[config.mk]
export PLATFORM = sky130hd
export DESIGN_NAME = i2c_mem_slave
export DESIGN_NICKNAME = d
export VERILOG_FILES = /design/src/rtl/i2cs_pkg.sv /design/src/rtl/i2cs_sync.sv /design/src/rtl/i2cs_cond.sv /design/src/rtl/i2cs_ctrl.sv /design/src/rtl/i2c_mem_slave.sv
export SDC_FILE = /design/constraint.sdc
export NUM_CORES = 1
export LEC_CHECK = 0
export ABC_AREA = 1
export BUFFER_PORTS_ARGS = -buffer_cell sky130_fd_sc_hd__buf_2
export CORE_MARGIN = 8
export CORE_UTILIZATION = 58
export CTS_CLUSTER_DIAMETER = 100
export DETAILED_ROUTE_END_ITERATION = 8
export GPL_TIMING_DRIVEN = 0
export PLACE_DENSITY_LB_ADDON = 0.2
export SETUP_SLACK_MARGIN = 0.3
export SLEW_MARGIN = 20
export SYNTH_ARGS = -nofsm -noshare
export SYNTH_HDL_FRONTEND = slang
export SYNTH_SLANG_ARGS = --single-unit
[constraint.sdc]
create_clock -name clk -period 2.29 [get_ports clk]
set_clock_uncertainty 0.05 [all_clocks]
set_input_delay 0.229 -clock clk [delete_from_list [all_inputs] [get_ports clk]]
set_output_delay 0.229 -clock clk [all_outputs]
set_load 0.005 [all_outputs]
[src/rtl/i2cs_pkg.sv]
package i2cs_pkg;
  typedef enum logic [2:0] {
    ST_IDLE,
    ST_DEV,
    ST_BADDR,
    ST_WDATA,
    ST_RDATA
  } st_e;
endpackage

[src/rtl/i2cs_sync.sv]
module i2cs_sync #(
  parameter int W      = 2,
  parameter int STAGES = 2
) (
  input  logic         clk,
  input  logic         rst,
  input  logic [W-1:0] d,
  output logic [W-1:0] q
);
  logic [W-1:0] pipe [STAGES];

  always_ff @(posedge clk) begin
    if (rst) begin
      for (int i = 0; i < STAGES; i++) pipe[i] <= '1;
    end else begin
      pipe[0] <= d;
      for (int i = 1; i < STAGES; i++) pipe[i] <= pipe[i-1];
    end
  end

  assign q = pipe[STAGES-1];
endmodule

[src/rtl/i2cs_cond.sv]
module i2cs_cond (
  input  logic clk,
  input  logic rst,
  input  logic scl,
  input  logic sda,
  output logic scl_rise,
  output logic scl_fall,
  output logic start,
  output logic stop
);
  logic scl_q, sda_q;

  always_ff @(posedge clk) begin
    if (rst) begin
      scl_q <= 1'b1;
      sda_q <= 1'b1;
    end else begin
      scl_q <= scl;
      sda_q <= sda;
    end
  end

  assign scl_rise = scl & ~scl_q;
  assign scl_fall = ~scl & scl_q;
  assign start    = scl & scl_q & sda_q & ~sda;
  assign stop     = scl & scl_q & ~sda_q & sda;
endmodule

[src/rtl/i2cs_ctrl.sv]
module i2cs_ctrl
  import i2cs_pkg::*;
#(
  parameter int          ADDR_W  = 8,
  parameter int          PRE_W   = 4,
  parameter int          SEL_W   = 3,
  parameter logic [PRE_W-1:0] PRE_MEM = 4'b1010,
  parameter logic [PRE_W-1:0] PRE_WP  = 4'b0110
) (
  input  logic                   clk,
  input  logic                   rst,
  input  logic                   scl_rise,
  input  logic                   scl_fall,
  input  logic                   start,
  input  logic                   stop,
  input  logic                   sda_s,
  input  logic [SEL_W-1:0]       dev_sel,
  input  logic                   busy,
  input  logic [PRE_W+SEL_W:0]   mem_rdata,
  output logic                   sda_oe,
  output logic [ADDR_W-1:0]      mem_addr,
  output logic [PRE_W+SEL_W:0]   mem_wdata,
  output logic                   mem_we,
  output logic                   mem_sel
);
  localparam int BW = PRE_W + SEL_W + 1;
  localparam int CW = $clog2(BW + 1);
  localparam logic [CW-1:0] CNT_FULL = CW'(BW);

  st_e           st;
  logic [CW-1:0] cnt;
  logic [BW-1:0] sh;
  logic [ADDR_W-1:0] addr;
  logic          rw, tgt, ack_ph, mack;
  logic          hit_mem, hit_wp, accept;

  assign hit_mem = (sh[BW-1 -: PRE_W] == PRE_MEM) && (sh[SEL_W:1] == dev_sel);
  assign hit_wp  = (sh[BW-1 -: PRE_W] == PRE_WP)  && (sh[SEL_W:1] == dev_sel);

  always_comb begin
    case (st)
      ST_DEV:             accept = (hit_mem || hit_wp) && !busy;
      ST_BADDR, ST_WDATA: accept = !busy;
      default:            accept = 1'b0;
    endcase
  end

  always_ff @(posedge clk) begin
    if (rst) begin
      st <= ST_IDLE;  cnt <= '0;  sh <= '0;  addr <= '0;
      rw <= 1'b0;  tgt <= 1'b0;  ack_ph <= 1'b0;  mack <= 1'b0;
      sda_oe <= 1'b0;  mem_we <= 1'b0;  mem_wdata <= '0;
    end else begin
      mem_we <= 1'b0;
      if (mem_we) addr <= addr + 1'b1;
      if (start) begin
        ack_ph <= 1'b0;
        sda_oe <= 1'b0;
        cnt    <= '0;
        st     <= busy ? ST_IDLE : ST_DEV;
      end else if (stop) begin
        st     <= ST_IDLE;
        sda_oe <= 1'b0;
        ack_ph <= 1'b0;
      end else begin
        case (st)
          ST_DEV, ST_BADDR, ST_WDATA: begin
            if (scl_rise && !ack_ph && cnt != CNT_FULL) begin
              sh  <= {sh[BW-2:0], sda_s};
              cnt <= cnt + 1'b1;
            end else if (scl_fall && !ack_ph && cnt == CNT_FULL) begin
              if (accept) begin
                sda_oe <= 1'b1;
                ack_ph <= 1'b1;
                if (st == ST_DEV) begin
                  rw  <= sh[0];
                  tgt <= hit_wp;
                end else if (st == ST_BADDR) begin
                  addr <= ADDR_W'(sh);
                end else begin
                  mem_we    <= 1'b1;
                  mem_wdata <= sh;
                end
              end else begin
                st <= ST_IDLE;
              end
            end else if (scl_fall && ack_ph) begin
              ack_ph <= 1'b0;
              cnt    <= '0;
              if (st == ST_DEV && rw) begin
                st     <= ST_RDATA;
                sh     <= mem_rdata;
                sda_oe <= ~mem_rdata[BW-1];
              end else begin
                sda_oe <= 1'b0;
                st     <= (st == ST_DEV) ? ST_BADDR : ST_WDATA;
              end
            end
          end
          ST_RDATA: begin
            if (ack_ph) begin
              if (scl_rise) begin
                mack <= ~sda_s;
              end else if (scl_fall) begin
                ack_ph <= 1'b0;
                cnt    <= '0;
                if (mack) begin
                  sh     <= mem_rdata;
                  sda_oe <= ~mem_rdata[BW-1];
                end else begin
                  sda_oe <= 1'b0;
                  st     <= ST_IDLE;
                end
              end
            end else if (scl_rise) begin
              cnt <= cnt + 1'b1;
            end else if (scl_fall) begin
              if (cnt == CNT_FULL) begin
                sda_oe <= 1'b0;
                ack_ph <= 1'b1;
                addr   <= addr + 1'b1;
              end else begin
                sh     <= {sh[BW-2:0], 1'b0};
                sda_oe <= ~sh[BW-2];
              end
            end
          end
          default: ;
        endcase
      end
    end
  end

  assign mem_addr = addr;
  assign mem_sel  = tgt;
endmodule

[src/rtl/i2c_mem_slave.sv]
module i2c_mem_slave #(
  parameter int               SYNC_STAGES = 2,
  parameter int               ADDR_W      = 8,
  parameter int               PRE_W       = 4,
  parameter int               SEL_W       = 3,
  parameter logic [PRE_W-1:0] PRE_MEM     = 4'b1010,
  parameter logic [PRE_W-1:0] PRE_WP      = 4'b0110
) (
  input  logic                 clk,
  input  logic                 rst,
  input  logic                 scl_i,
  input  logic                 sda_i,
  output logic                 sda_oe,
  input  logic [SEL_W-1:0]     dev_sel,
  input  logic                 busy_i,
  output logic [ADDR_W-1:0]    mem_addr,
  output logic [PRE_W+SEL_W:0] mem_wdata,
  output logic                 mem_we,
  output logic                 mem_sel,
  input  logic [PRE_W+SEL_W:0] mem_rdata
);
  logic [1:0] lines_s;
  logic       scl_s, sda_s;
  logic       rise_d, fall_d, start_d, stop_d;

  i2cs_sync #(.W(2), .STAGES(SYNC_STAGES)) u_sync (
    .clk(clk), .rst(rst), .d({scl_i, sda_i}), .q(lines_s)
  );
  assign scl_s = lines_s[1];
  assign sda_s = lines_s[0];

  i2cs_cond u_cond (
    .clk(clk), .rst(rst), .scl(scl_s), .sda(sda_s),
    .scl_rise(rise_d), .scl_fall(fall_d), .start(start_d), .stop(stop_d)
  );

  i2cs_ctrl #(
    .ADDR_W(ADDR_W), .PRE_W(PRE_W), .SEL_W(SEL_W),
    .PRE_MEM(PRE_MEM), .PRE_WP(PRE_WP)
  ) u_ctrl (
    .clk(clk), .rst(rst), .scl_rise(rise_d), .scl_fall(fall_d),
    .start(start_d), .stop(stop_d), .sda_s(sda_s), .dev_sel(dev_sel),
    .busy(busy_i), .mem_rdata(mem_rdata), .sda_oe(sda_oe),
    .mem_addr(mem_addr), .mem_wdata(mem_wdata), .mem_we(mem_we),
    .mem_sel(mem_sel)
  );
endmodule

==> impl_metrics.env <==
export IMPL_drc_errors=0
export IMPL_rows=25
export IMPL_path_class="reg -> reg"
export IMPL_worstSkewPairLatency_ns=0.30
export IMPL_numCtsBuffers=5
export IMPL_final_nets=494
export IMPL_crit_chain="inv_4, ha_4, nand3_4, nor3_4, nand4_1, buf_6, o211ai_1, nand2_1, nand2_1, nand2_1"
export IMPL_cts_tree="yes"
export IMPL_final_antenna_net_count=0
export IMPL_clockBufferDepth=2
export IMPL_crit_required_ns=2.45
export IMPL_wl_um=7460
export IMPL_syn2layout_area_growth_pct=16.8
export IMPL_cts_sinks=43
export IMPL_endpoint_kind="register"
export IMPL_die_x_um=85.3
export IMPL_register_area_um2=867
export IMPL_crit_buf_inv=2
export IMPL_period_needed_ns=1.94
export IMPL_portBuffers=34
export IMPL_yosysWarnings=0
export IMPL_p_int_w=0.00167
export IMPL_synth_edff_count=0
export IMPL_gp_congestion=0.953
export IMPL_core_um2=4690
export IMPL_fin_ws_ns=0.353
export IMPL_clockRootBuffer="clkbuf_8"
export IMPL_drv_cap=0
export IMPL_switching_share_pct=40.6
export IMPL_status="complete, no violations"
export IMPL_p_leak_nw=1.54
export IMPL_cp_common_cell="nand2_1"
export IMPL_hpwl_um=5360
export IMPL_slowest_stage="dfxtp_4"
export IMPL_grt_util_all_layers_pct=20.1
export IMPL_hold_viol_final=0
export IMPL_final_common_cell="nand2_1"
export IMPL_vias_per_cell=5.57
export IMPL_num_fill_cells=396
export IMPL_layout_drive_gt1_share_pct=23.5
export IMPL_tns_ns=0
export IMPL_path_max_fanout=5
export IMPL_clkTransAtPathRegs_ns=0.09
export IMPL_cp_start_kind="register"
export IMPL_async_flop_share_pct=0
export IMPL_rr_worst_depth=10
export IMPL_grt_pass1_vias=2648
export IMPL_initial_core_util_pct=59.3
export IMPL_cp_top_family="simple AND/OR/NAND/NOR gates"
export IMPL_die_h_um=85.3
export IMPL_worst_pin_slew_ns=0.675
export IMPL_grt_max_degree=15
export IMPL_syn_nets=447
export IMPL_antenna_cells=0
export IMPL_min_path_cells=2
export IMPL_vias=2930
export IMPL_syn_area_per_cell_um2=6.57
export IMPL_switching_power_w=0.00114
export IMPL_synthFlopType="dfxtp_1"
export IMPL_layout_common_cells="117 x nand2_1, 40 x inv_1, 40 x dfxtp_1, 37 x buf_2, 33 x a21oi_1"
export IMPL_seq_power_share_pct=35.6
export IMPL_post_drt_wl_per_cell_um=14.2
export IMPL_combPwrFrac_pct=39.0
export IMPL_multi_input_area_um2=1680
export IMPL_seq_area_frac_synth_pct=30.9
export IMPL_antenna_found_initial=0
export IMPL_final_setup_viol_count=0
export IMPL_overflow=0
export IMPL_clkPwrFrac_pct=25.4
export IMPL_grt_pass1_wl_um=12100
export IMPL_slew_violations=0
export IMPL_max_freq_mhz=516
export IMPL_worst_path_largest_cell_delay_ns=0.37
export IMPL_peakVddDrop_v=0.000547
export IMPL_rsz0062_at_grt="true"
export IMPL_power_density_nw_per_um2=867
export IMPL_maxSlewHeadroom_pct=55.0
export IMPL_arrival_ns=2.09
export IMPL_synth_distinct_cells=39
export IMPL_hp_class="in -> reg"
export IMPL_path_depth=10
export IMPL_htree_levels=2
export IMPL_syn_instance_count=424
export IMPL_synth_area_um2=2780
export IMPL_finalCritPeriodShare_pct=84.6
export IMPL_ys_seq_elements=43
export IMPL_num_io_pins=35
export IMPL_detail_route_first_pass_iterations=6
export IMPL_dieArea_um2=7270
export IMPL_drt_first_iter_violations=317
export IMPL_pre_cts_slack_ns=0.360
[sequential cells by signal, summed over array words and instances (netlist names)]
| name | flops |
|---|---|
| u_ctrl.cnt | 4 |
| u_ctrl.st | 3 |
| u_ctrl.sda_oe | 1 |
| u_ctrl.mem_we | 1 |
| u_cond.sda_q | 1 |
| u_ctrl.mem_sel | 1 |
| u_ctrl.mem_wdata | 8 |
| u_ctrl.rw | 1 |
| u_ctrl.mem_addr | 8 |
| u_ctrl.ack_ph | 1 |
| u_sync.pipe | 4 |
| u_ctrl.sh | 8 |
| u_cond.scl_q | 1 |
| u_ctrl.mack | 1 |
[timing repair]
| action | in CTS | in global routing |
|---|---|---|
| resized for setup | 0 | 20 |
| hold buffers | 0 | 0 |
| buffers inserted | 0 | 5 |
| endpoints found under the setup margin | 0 | 31 |
[per-stage QoR]
| stage | std cells | hold WS, ns | total power [W] | area [µm²] | util [%] |
|---|---|---|---|---|---|
| global route | 526 | 0.0476 | 0.00300 | 3250 | 69.3 |
| finish | 526 | 0.0564 | 0.00282 | 3250 | 69.3 |
| CTS | 520 | 0.0538 | 0.00269 | 3160 | 67.3 |
| floorplan | 424 | 0.283 | 0.00173 | 2780 | - |
| detailed placement | 512 | 0.348 | 0.00197 | 3020 | 64.4 |
| global placement | 512 | 0.342 | 0.00195 | 3020 | 64.4 |
[worst reg2reg max path, stage by stage, from the launching register on]
cell	delay (ns)
dfxtp_4	0.37
inv_4	0.06
ha_4	0.13
nand3_4	0.13
nor3_4	0.25
nand4_1	0.29
buf_6	0.23
o211ai_1	0.17
nand2_1	0.07
nand2_1	0.05
nand2_1	0.05
[metal layers]
layer / vias to the layer above / part of all wire, % / track usage [%] / wire length [µm]
met4: 0 / 1.9 / 5.73 / 138
li1: 1477 / - / - / -
met1: 1313 / 46 / 25.9 / 3400
met5: - / 0 / 0 / 0
met3: 18 / 7.1 / 4.54 / 533
met2: 122 / 45 / 32.6 / 3390
[synth_stat cells, types with 4 or more instances]
library cell	n	area (µm²)
a21oi_1	33	165
dfxtp_1	43	861
ha_1	7	87.6
inv_1	43	161
inv_2	15	56.3
nand2_1	118	443
nand3_1	29	145
nand3_2	5	50.1
nand4_1	13	81.3
nor2_1	24	90.1
nor2_2	7	43.8
o21ai_0	25	125
o21ai_1	8	40.0
o22ai_1	6	37.5
or2_2	5	31.3
xor2_1	4	35.0
[power groups by stage]
stage                     sequential [W]  clock, W  combinational [W]
after detailed placement         0.00100         0           0.000972
final                            0.00100  0.000715            0.00110
after CTS                       0.000985  0.000724           0.000978
after global routing             0.00102  0.000756            0.00122
after floorplan                 0.000968         0           0.000762
after global placement          0.000996         0           0.000949
[layout make-up]
class                   instances  share of cell area (%)
multi-input cells             312                    51.5
inverters                      59                    7.01
flip-flops and latches         43                    26.7
well taps                      54                    2.08
clock buffers                   5                    2.12
clock inverters                 3                    2.08
plain buffers                  10                    1.96
repair buffers                 40                    6.54
[final timing paths]
path	to	slack [ns]	startpoint
setup reg to reg	u_ctrl.mem_addr[2]	0.35	u_ctrl.cnt[0]
setup / recovery	u_ctrl.mem_addr[2]	0.35	u_ctrl.cnt[0]
hold / removal	u_sync.pipe[0][0]	0.06	sda_i
hold reg to reg	u_sync.pipe[0][2]	0.36	u_sync.pipe[0][0]
[cell families (layout without fill, tap and decap cells)]
| kind of cell | Yosys count | after routing | synth area share [%] |
|---|---|---|---|
| AO/OA/AOI/OAI | 79 | 79 | 15.1 |
| XOR/XNOR | 6 | 6 | 1.89 |
| adder cells (fa/ha/maj) | 7 | 7 | 3.15 |
| buffers and inverters | 69 | 117 | 10.0 |
| flip-flops | 43 | 43 | 30.9 |
| multiplexers | 1 | 1 | 0.360 |
| AND/OR/NAND/NOR | 219 | 219 | 38.5 |
No activity file was read; power rests on OpenSTA's default activity.
